## src/rtl/eag_pkg.sv

```systemverilog
package eag_pkg;
    typedef enum logic [1:0] {
        BASE_NONE,
        BASE_BX,
        BASE_BP
    } base_pick_t;

    typedef enum logic [1:0] {
        IDX_NONE,
        IDX_SI,
        IDX_DI
    } idx_pick_t;

    typedef struct packed {
        base_pick_t base;
        idx_pick_t  idx;
        logic       use_disp;
        logic       stack_seg;
    } ea_plan_t;

    typedef enum logic [1:0] {
        ST_EMPTY,
        ST_ADDR,
        ST_NOTMEM
    } stage_t;
endpackage

```

## src/rtl/eag_rm_decode.sv

```systemverilog
module eag_rm_decode
    import eag_pkg::*;
(
    input  logic [1:0] mode,
    input  logic [2:0] rm,
    output ea_plan_t   plan
);
    always_comb begin
        plan.base      = BASE_NONE;
        plan.idx       = IDX_NONE;
        plan.stack_seg = 1'b0;
        plan.use_disp  = (mode == 2'b01) || (mode == 2'b10);
        unique case (rm)
            3'b000: begin plan.base = BASE_BX; plan.idx = IDX_SI; end
            3'b001: begin plan.base = BASE_BX; plan.idx = IDX_DI; end
            3'b010: begin plan.base = BASE_BP; plan.idx = IDX_SI; plan.stack_seg = 1'b1; end
            3'b011: begin plan.base = BASE_BP; plan.idx = IDX_DI; plan.stack_seg = 1'b1; end
            3'b100: plan.idx = IDX_SI;
            3'b101: plan.idx = IDX_DI;
            3'b110: begin
                if (mode == 2'b00) begin
                    plan.use_disp = 1'b1;
                end else begin
                    plan.base      = BASE_BP;
                    plan.stack_seg = 1'b1;
                end
            end
            3'b111: plan.base = BASE_BX;
            default: plan.base = BASE_NONE;
        endcase
    end
endmodule

```

## src/rtl/eag_offset_sum.sv

```systemverilog
module eag_offset_sum
    import eag_pkg::*;
#(
    parameter int OFS_W = 16
) (
    input  ea_plan_t           plan,
    input  logic [OFS_W-1:0]   bx,
    input  logic [OFS_W-1:0]   bp,
    input  logic [OFS_W-1:0]   si,
    input  logic [OFS_W-1:0]   di,
    input  logic [OFS_W-1:0]   disp,
    output logic [OFS_W-1:0]   offset
);
    logic [OFS_W-1:0] base_v, idx_v, disp_v;

    always_comb begin
        unique case (plan.base)
            BASE_BX: base_v = bx;
            BASE_BP: base_v = bp;
            default: base_v = '0;
        endcase
        unique case (plan.idx)
            IDX_SI:  idx_v = si;
            IDX_DI:  idx_v = di;
            default: idx_v = '0;
        endcase
        disp_v = plan.use_disp ? disp : '0;
        offset = base_v + idx_v + disp_v;
    end
endmodule

```

## src/rtl/eag_phys_sum.sv

```systemverilog
module eag_phys_sum #(
    parameter int OFS_W     = 16,
    parameter int SEG_SHIFT = 4,
    localparam int PA_W     = OFS_W + SEG_SHIFT
) (
    input  logic [OFS_W-1:0] seg,
    input  logic [OFS_W-1:0] offset,
    output logic [PA_W-1:0]  phys
);
    logic [PA_W-1:0] seg_ext, ofs_ext;

    always_comb begin
        seg_ext = PA_W'(seg) << SEG_SHIFT;
        ofs_ext = PA_W'(offset);
        phys    = seg_ext + ofs_ext;
    end
endmodule

```

## src/rtl/eag_unit.sv

```systemverilog
module eag_unit
    import eag_pkg::*;
#(
    parameter int OFS_W     = 16,
    parameter int SEG_SHIFT = 4,
    localparam int PA_W     = OFS_W + SEG_SHIFT
) (
    input  logic             clk,
    input  logic             rst,
    input  logic             req_valid,
    input  logic [1:0]       req_mode,
    input  logic [2:0]       req_rm,
    input  logic [OFS_W-1:0] req_disp,
    input  logic [OFS_W-1:0] reg_bx,
    input  logic [OFS_W-1:0] reg_bp,
    input  logic [OFS_W-1:0] reg_si,
    input  logic [OFS_W-1:0] reg_di,
    input  logic [OFS_W-1:0] seg_ds,
    input  logic [OFS_W-1:0] seg_ss,
    output logic             addr_valid,
    output logic             addr_notmem,
    output logic [OFS_W-1:0] addr_offset,
    output logic             addr_stack,
    output logic [PA_W-1:0]  addr_phys
);
    ea_plan_t         plan;
    logic [OFS_W-1:0] offset_c, seg_c, seg_q;
    logic [PA_W-1:0]  phys_c;
    stage_t           stage_q, stage_n;
    logic             is_mem;

    eag_rm_decode u_dec (
        .mode (req_mode),
        .rm   (req_rm),
        .plan (plan)
    );

    eag_offset_sum #(.OFS_W(OFS_W)) u_ofs (
        .plan   (plan),
        .bx     (reg_bx),
        .bp     (reg_bp),
        .si     (reg_si),
        .di     (reg_di),
        .disp   (req_disp),
        .offset (offset_c)
    );

    assign seg_c  = plan.stack_seg ? seg_ss : seg_ds;
    assign is_mem = (req_mode != 2'b11);

    eag_phys_sum #(.OFS_W(OFS_W), .SEG_SHIFT(SEG_SHIFT)) u_phys (
        .seg    (seg_c),
        .offset (offset_c),
        .phys   (phys_c)
    );

    // Next-state selection for the output stage
    always_comb begin
        if (!req_valid)  stage_n = ST_EMPTY;
        else if (is_mem) stage_n = ST_ADDR;
        else             stage_n = ST_NOTMEM;
    end

    // State register
    always_ff @(posedge clk) begin
        if (rst) stage_q <= ST_EMPTY;
        else     stage_q <= stage_n;
    end

    // Data capture
    always_ff @(posedge clk) begin
        if (req_valid && is_mem) begin
            addr_offset <= offset_c;
            addr_stack  <= plan.stack_seg;
            addr_phys   <= phys_c;
            seg_q       <= seg_c;
        end
    end

    // Flags from the state
    always_comb begin
        addr_valid  = 1'b0;
        addr_notmem = 1'b0;
        unique case (stage_q)
            ST_ADDR:   addr_valid  = 1'b1;
            ST_NOTMEM: addr_notmem = 1'b1;
            default:   ;
        endcase
    end

    assert_mem_latency_R10: assert property (@(posedge clk) disable iff (rst)
        (req_valid && req_mode != 2'b11) |=> (addr_valid && !addr_notmem));
    assert_idle_quiet_R10: assert property (@(posedge clk) disable iff (rst)
        !req_valid |=> (!addr_valid && !addr_notmem));
    assert_regmode_flag_R11: assert property (@(posedge clk) disable iff (rst)
        (req_valid && req_mode == 2'b11) |=> (addr_notmem && !addr_valid));
    assert_reset_clears_R12: assert property (@(posedge clk)
        rst |=> (!addr_valid && !addr_notmem));
    assert_direct_disp_R5: assert property (@(posedge clk) disable iff (rst)
        (req_valid && req_mode == 2'b00 && req_rm == 3'b110)
            |=> (addr_offset == $past(req_disp) && !addr_stack));
    assert_phys_form_R9: assert property (@(posedge clk) disable iff (rst)
        addr_valid |-> (addr_phys == ((PA_W'(seg_q) << SEG_SHIFT) + PA_W'(addr_offset))));
endmodule

```

## config.mk

```make
export PLATFORM = sky130hd
export DESIGN_NAME = eag_unit
export DESIGN_NICKNAME = d
export VERILOG_FILES = /design/src/rtl/eag_pkg.sv /design/src/rtl/eag_rm_decode.sv /design/src/rtl/eag_offset_sum.sv /design/src/rtl/eag_phys_sum.sv /design/src/rtl/eag_unit.sv
export SDC_FILE = /design/constraint.sdc
export NUM_CORES = 1
export LEC_CHECK = 0
export BUFFER_PORTS_ARGS = -buffer_cell sky130_fd_sc_hd__buf_2
export CAP_MARGIN = 20
export CELL_PAD_IN_SITES_DETAIL_PLACEMENT = 0
export CELL_PAD_IN_SITES_GLOBAL_PLACEMENT = 1
export CORE_UTILIZATION = 36
export DETAILED_ROUTE_END_ITERATION = 10
export GPL_TIMING_DRIVEN = 0
export PLACE_DENSITY = 0.82
export SLEW_MARGIN = 10
export SYNTH_ARGS = -nofsm -noshare
export SYNTH_HDL_FRONTEND = slang
export SYNTH_SLANG_ARGS = --single-unit
```

## constraint.sdc

```tcl
create_clock -name clk -period 8.5 [get_ports clk]
set_input_delay 1.275 -clock clk [delete_from_list [all_inputs] [get_ports clk]]
set_output_delay 1.275 -clock clk [all_outputs]
set_load 0.03 [all_outputs]
```

* Word level (Yosys, flattened, before mapping) *
Index checks and enable logic that the tools add are counted.

word-level totals
  register bits = 39
  output and inout port bits = 39
  logic and storage cells = 47

cells by class
  $add $sub $neg = 3
  equal/unequal tests = 16
  mux-type cells = 14
  bitwise logic cells = 1
  reduce and logical (&&, ||, !) cells = 9

operators with widths
  kind                count
  $pmux 16 s2         2
  $add 16x16->16      2
  $mux 16             2
  $add 20x16->20      1
  $eq 3x3->1 const B  4
  $reduce_or 3->1     3
  $eq 2x1->1 const B  4
  $eq 2x2->1 const B  4
  $eq 3x2->1 const B  2
  $pmux 2 s3          1
  $mux 1              5
  $mux 2              2
  $pmux 2 s2          1
  $reduce_or 2->1     2
  $eq 3x1->1 const B  1
  $logic_not 3->1     1
  $logic_not 2->1     1
  $ne 2x2->1 const B  1
  $pmux 1 s2          1
  $logic_and 1x1->1   1
  $logic_or 1x1->1    1
  $not 1->1           1

* Depth between registers and ports, before layout *
  depth in word-level cells = 8
  depth in mapped cells = 33
  mapped depth without buffers = 29

* By module *
Synthesis repeated with hierarchy kept, for this count alone.

unflattened totals
  cells, all modules = 408
  area total of the unflattened synthesis = 3,993.8 µm²

modules (own cells, without submodules)
  module          instances  cells each  area an instance (µm²)
  eag_offset_sum  1          220         1,657.8
  eag_unit        1          64          1,437.6
  eag_phys_sum    1          110         802.0
  eag_rm_decode   1          14          96.3

* Worst setup path before layout *
OpenSTA, ideal clock, no wires.

  kind = in2reg
  from = input port req_mode[0]
  to = register addr_phys[17] (data pin)
  library setup time = 261 ps
  arrival = 6,867 ps
  required time = 8,239 ps
  setup slack = 1,373 ps
  stages on the path = 27
  cell sequence = inv_1 > ha_1 > o21ai_1 > nand2_4 > inv_4 > buf_1 > ha_1 > clkbuf_1 > clkbuf_1 > a22oi_1 > or2_2 > fa_1 > inv_1 > ha_1 > inv_1 > fa_1 > nor2b_2 > o2111ai_2 > a21oi_1 > or4_4 > or2_2 > ha_1 > or4_1 > and3_4 > a211oi_4 > o211ai_1 > o311a_1

between the ends
  cells in the longest elaborated chain, start to end = 8
  elaborated cells on any way between the ends = 18

ends and longest elaborated chain
  item                                      RTL line              source
  start, declared                           eag_unit.sv:11        input logic [1:0] req_mode,
  $logic_not 2->1                           eag_rm_decode.sv:21   if (mode == 2'b00) begin
  $mux 2                                    eag_rm_decode.sv:21
  $pmux 2 s3                                eag_rm_decode.sv:13   unique case (rm)
  $eq 2x2->1 or $eq 2x1->1 (tied branches)  eag_offset_sum.sv:17  unique case (plan.base)
  $pmux 16 s2                               eag_offset_sum.sv:17
  $add 16x16->16 (2 in series)              eag_offset_sum.sv:28  offset = base_v + idx_v + disp_v;
  $add 20x16->20 *                          eag_phys_sum.sv:15    phys = seg_ext + ofs_ext;
  named net phys_c[17]                      eag_unit.sv:28        logic [PA_W-1:0] phys_c;
  end signal, assigned                      eag_unit.sv:75        addr_phys <= phys_c;
  end, declared                             eag_unit.sv:24        output logic [PA_W-1:0] addr_phys

The timed path passes the listed nets; every way through them passes the cells marked *.
A chain may end at the register's enable or synchronous reset.

* Worst setup path in the final report *
  from = input port req_mode[0]
  to = register addr_phys[17] (data pin)

between the ends
  cells in the longest elaborated chain, start to end = 8
  elaborated cells on any way between the ends = 18

ends and longest elaborated chain
  item                                      RTL line              source
  $logic_not 2->1                           eag_rm_decode.sv:21
  $mux 2                                    eag_rm_decode.sv:21
  $pmux 2 s3                                eag_rm_decode.sv:13
  $eq 2x2->1 or $eq 2x1->1 (tied branches)  eag_offset_sum.sv:17
  $pmux 16 s2                               eag_offset_sum.sv:17
  $add 16x16->16                            eag_offset_sum.sv:28
  $add 16x16->16 *                          eag_offset_sum.sv:28
  named net offset_c[15]                    eag_unit.sv:27        logic [OFS_W-1:0] offset_c, seg_c, seg_q;
  $add 20x16->20 *                          eag_phys_sum.sv:15
  named net phys_c[17]                      eag_unit.sv:28

Marks and branches as above.

==> results.md <==
- The total number of nets in the final design is roughly 750.
- Yosys printed 0 warnings.
- Of all nets on the critical path, the largest fanout is 10.
- The fraction of layout cells with a size suffix above 1 is 39.49%.
- The setup violation total in the final timing report is 0.
- In this run the mean area of a mapped cell was ~9.3 sq um.
- The mapped cell area is just under 4000 sq um.
- The cell family with the largest share of critical-path delay is buffers and inverters.
- The worst hold-check path type is primary input to register.
- From bottom edge to top edge, the die measures ~110 um.
- Of all cell types, the one taking the most synthesized area is edfxtp_1.
- Dividing the detail-routed wire length by the instance count gives approximately 13 um.
- The via count of the first global-routing pass is 3,297.
- TritonCTS created 5 clock buffers.
- For this run, asynchronously set or reset flops after synthesis account for 0%.
- The clock tree from TritonCTS is yes.
- The pin slew with the least headroom to its limit is between 0.7 and 0.8 ns.
- In this run, synthesis inferred 33 flip-flops with an integrated enable.
- Data arrives at the worst endpoint at slightly below 8 ns.
- The maximum clock insertion buffer count is 2.
- By count the netlist is led by 39 x inv_1, 33 x edfxtp_1, 32 x a22oi_1.
- For this run, the register share of the synthesized area comes to between 20% and 30%.
- The cell with the largest stage delay on the worst path is buf_1.
- The maximum VDD drop is roughly 0.00012 V.
- The most common cell in the synthesized netlist is inv_1.
- The horizontal die dimension is 106 um.
- The number of DRC violations after detailed routing is 0.
- The period utilization is about nine tenths.
- The final antenna diode count is 0.
- The area growth from synthesis to layout is 27.67%.
- Sorting the synthesized cells by area gives the leading types as edfxtp_1 25%, ha_1 10%, fa_1 8.7%.
- about 160 I/O pins were placed.
- The floorplan step defined a die boundary enclosing around 11,000 sq um.
- The area of the multi-input gates is 2613 sq um.
- The clock net in this run drives a total of 35 sinks.
- The level count of the clock H-tree is 2.
- The floorplan has 37 rows.
- Among all flip-flop cells after synthesis, the most frequent one is edfxtp_1.
- Entering global routing, the biggest net connects 20 pins.
- The maximum clock frequency is approximately 0.13 GHz.
- Counting flops and latches in the post-synthesis netlist gives 35.
- After global routing the overflow that remains totals 0.
- The final hold violation count is 0.
- After clock tree synthesis, the repair step resized 0 gates.
- After the first detailed-routing iteration, the DRC count stood at 122.
- The kind of capture point of the worst setup path is a register.
- The cell count after synthesis came out at roughly 420.
- The initial utilization of the core area, before any placement, comes to 37.38%.
- The initial antenna violation count is 0.
- Setup repair after global routing left no endpoint under its margin.
- The combined flip-flop and latch cell area is 1031 sq um.
- The max-capacitance violation count is 0.
- Power spread over the standard cell area amounts to ~190 nW/um^2.
- The number of filler instances in the final layout is a little over 1,000.
- In this run the tool buffered the top-level ports with approximately 160 buffer cells.
- The clock tree root driver cell is clkbuf_8.
- The synthesized netlist net count is just under 600.
- After detailed routing, the total wire length is approximately 9.4 mm.
- The total global routing track utilization is 17.08%.
- The register clock-pin slew on the reported worst setup and hold paths is around 0.07 ns.
- In this run the post-CTS setup repair buffer count came out at 0.
- The critical path is of the primary input to register type.
- The number of vias in the routed layout is 3,502.
- After legalization and detailed placement, the total HPWL measured 8.171 mm.
- The total buffers and inverters traversed by the critical path is 10.
- STA classifies the critical path startpoint as a primary input.
- Final hold analysis gives a worst-case slack of between 1 and 1.5 ns.
- For the finished layout, the period the worst path requires is just under 8 ns.
- In this run the remaining antenna-violating nets after routing total 0.
- The weighted congestion reported at the end of routability-driven placement is between 0.8 and 0.9.
- The endpoint required time on the critical path is about 8.7 ns.
- The max-slew violation count is 0.
- After synthesis, the netlist uses 66 different library cells.
- The core region is roughly 10,000 sq um.
- The first-pass GRT wire length is about 15 mm.
- Before antenna repair, the detailed router went through 5 iterations.
- For this run, the slowest stage of the critical path takes 0.58 ns.
- The top cell type's share of synthesized area is between 20% and 30%.
- Summed over all failing endpoints, the final setup total negative slack is 0 ns.
- The flow ran to the end, and the final reports show no timing, DRC or antenna violations.
- In this run, post-CTS hold repair placed 0 buffers.
- In this run the static leakage power is ~2.4 nW.
- In this run the tightest slew margin relative to its limit is 51.46%.
- The number of vias per cell after detailed routing is 4.857.
## flip-flops by register name, indices dropped and copies added (netlist names)
name         flops
addr_offset     16
addr_phys       16
stage_q          2
addr_stack       1
## layout make-up
| cell class | instances | share of cell area (%) |
|---|---|---|
| repair buffers | 159 | 16.46 |
| plain buffers | 19 | 2.039 |
| well taps | 136 | 3.423 |
| clock buffers | 7 | 1.535 |
| clock inverters | 1 | 0.1007 |
| flip-flops and latches | 35 | 20.74 |
| inverters | 41 | 3.146 |
| multi-input cells | 323 | 52.55 |
## kinds of logic after synthesis
kind of cell	count (synthesis)	synth area share, %
xor+xnor	25	5.623
mux	17	5.013
compound gates	104	19.54
simple gates	129	18.03
buf+inv	60	6.619
flops	35	26.48
fa+ha+maj	48	18.70
## metrics by stage
| step | total power, mW | utilization, % | area, sq um | std cells | setup slack [ns] |
|---|---|---|---|---|---|
| 6_report | 0.9375 | 47.72 | 4971 | 721 | 0.7113 |
| 5_1_grt | 1.011 | 47.72 | 4971 | 721 | 0.09633 |
| 4_1_cts | 0.9460 | 47.72 | 4971 | 721 | 0.5930 |
| 3_5_place_dp | 0.8305 | 46.94 | 4890 | 713 | 0.3225 |
| 3_3_place_gp | 0.8170 | 46.61 | 4855 | 712 | 0.3657 |
| 2_1_floorplan | 0.6899 | - | 3894 | 418 | 1.373 |
## power breakdown
part	switching, mW	internal [mW]
sequential	0.00937	0.254
combinational	0.332	0.228
clock	0.0566	0.0574
## final timing paths
kind | from | to | slack (ns) | depth (start not counted)
max | req_mode[0] | addr_phys[17]$_DFFE_PP_ | 0.71 | 34
min | rst | stage_q[0]$_SDFF_PP0_ | 1.16 | 2
## placed cells by master (no fill, tap or decap), drive strengths merged, types with 7 or more instances in the layout
cell type  synthesis  final
buf                7    166
xnor2             21     21
inv               41     41
mux2i              7      7
o21ai             12     12
nand2             30     30
fa                17     17
a21oi             22     22
and2               7      7
a21o               9      9
edfxtp            33     33
ha                31     31
or2               27     27
a22oi             32     32
nand3             12     12
nor2              24     24
clkbuf            12     19
mux2              10     10
## per-layer routing
metal / share of wire, % / GRT usage [%] / wire [um] / vias to the layer above
met3: 4.8 / 2.023 / 454 / 8
met1: 46 / 22.40 / 4342 / 1555
li1: - / - / - / 1820
met2: 48 / 29.55 / 4506 / 119
met4: 1.3 / 4.762 / 125 / 0
met5: 0 / 0 / 0 / -
Note: power is estimated with default switching activity, not from simulation.
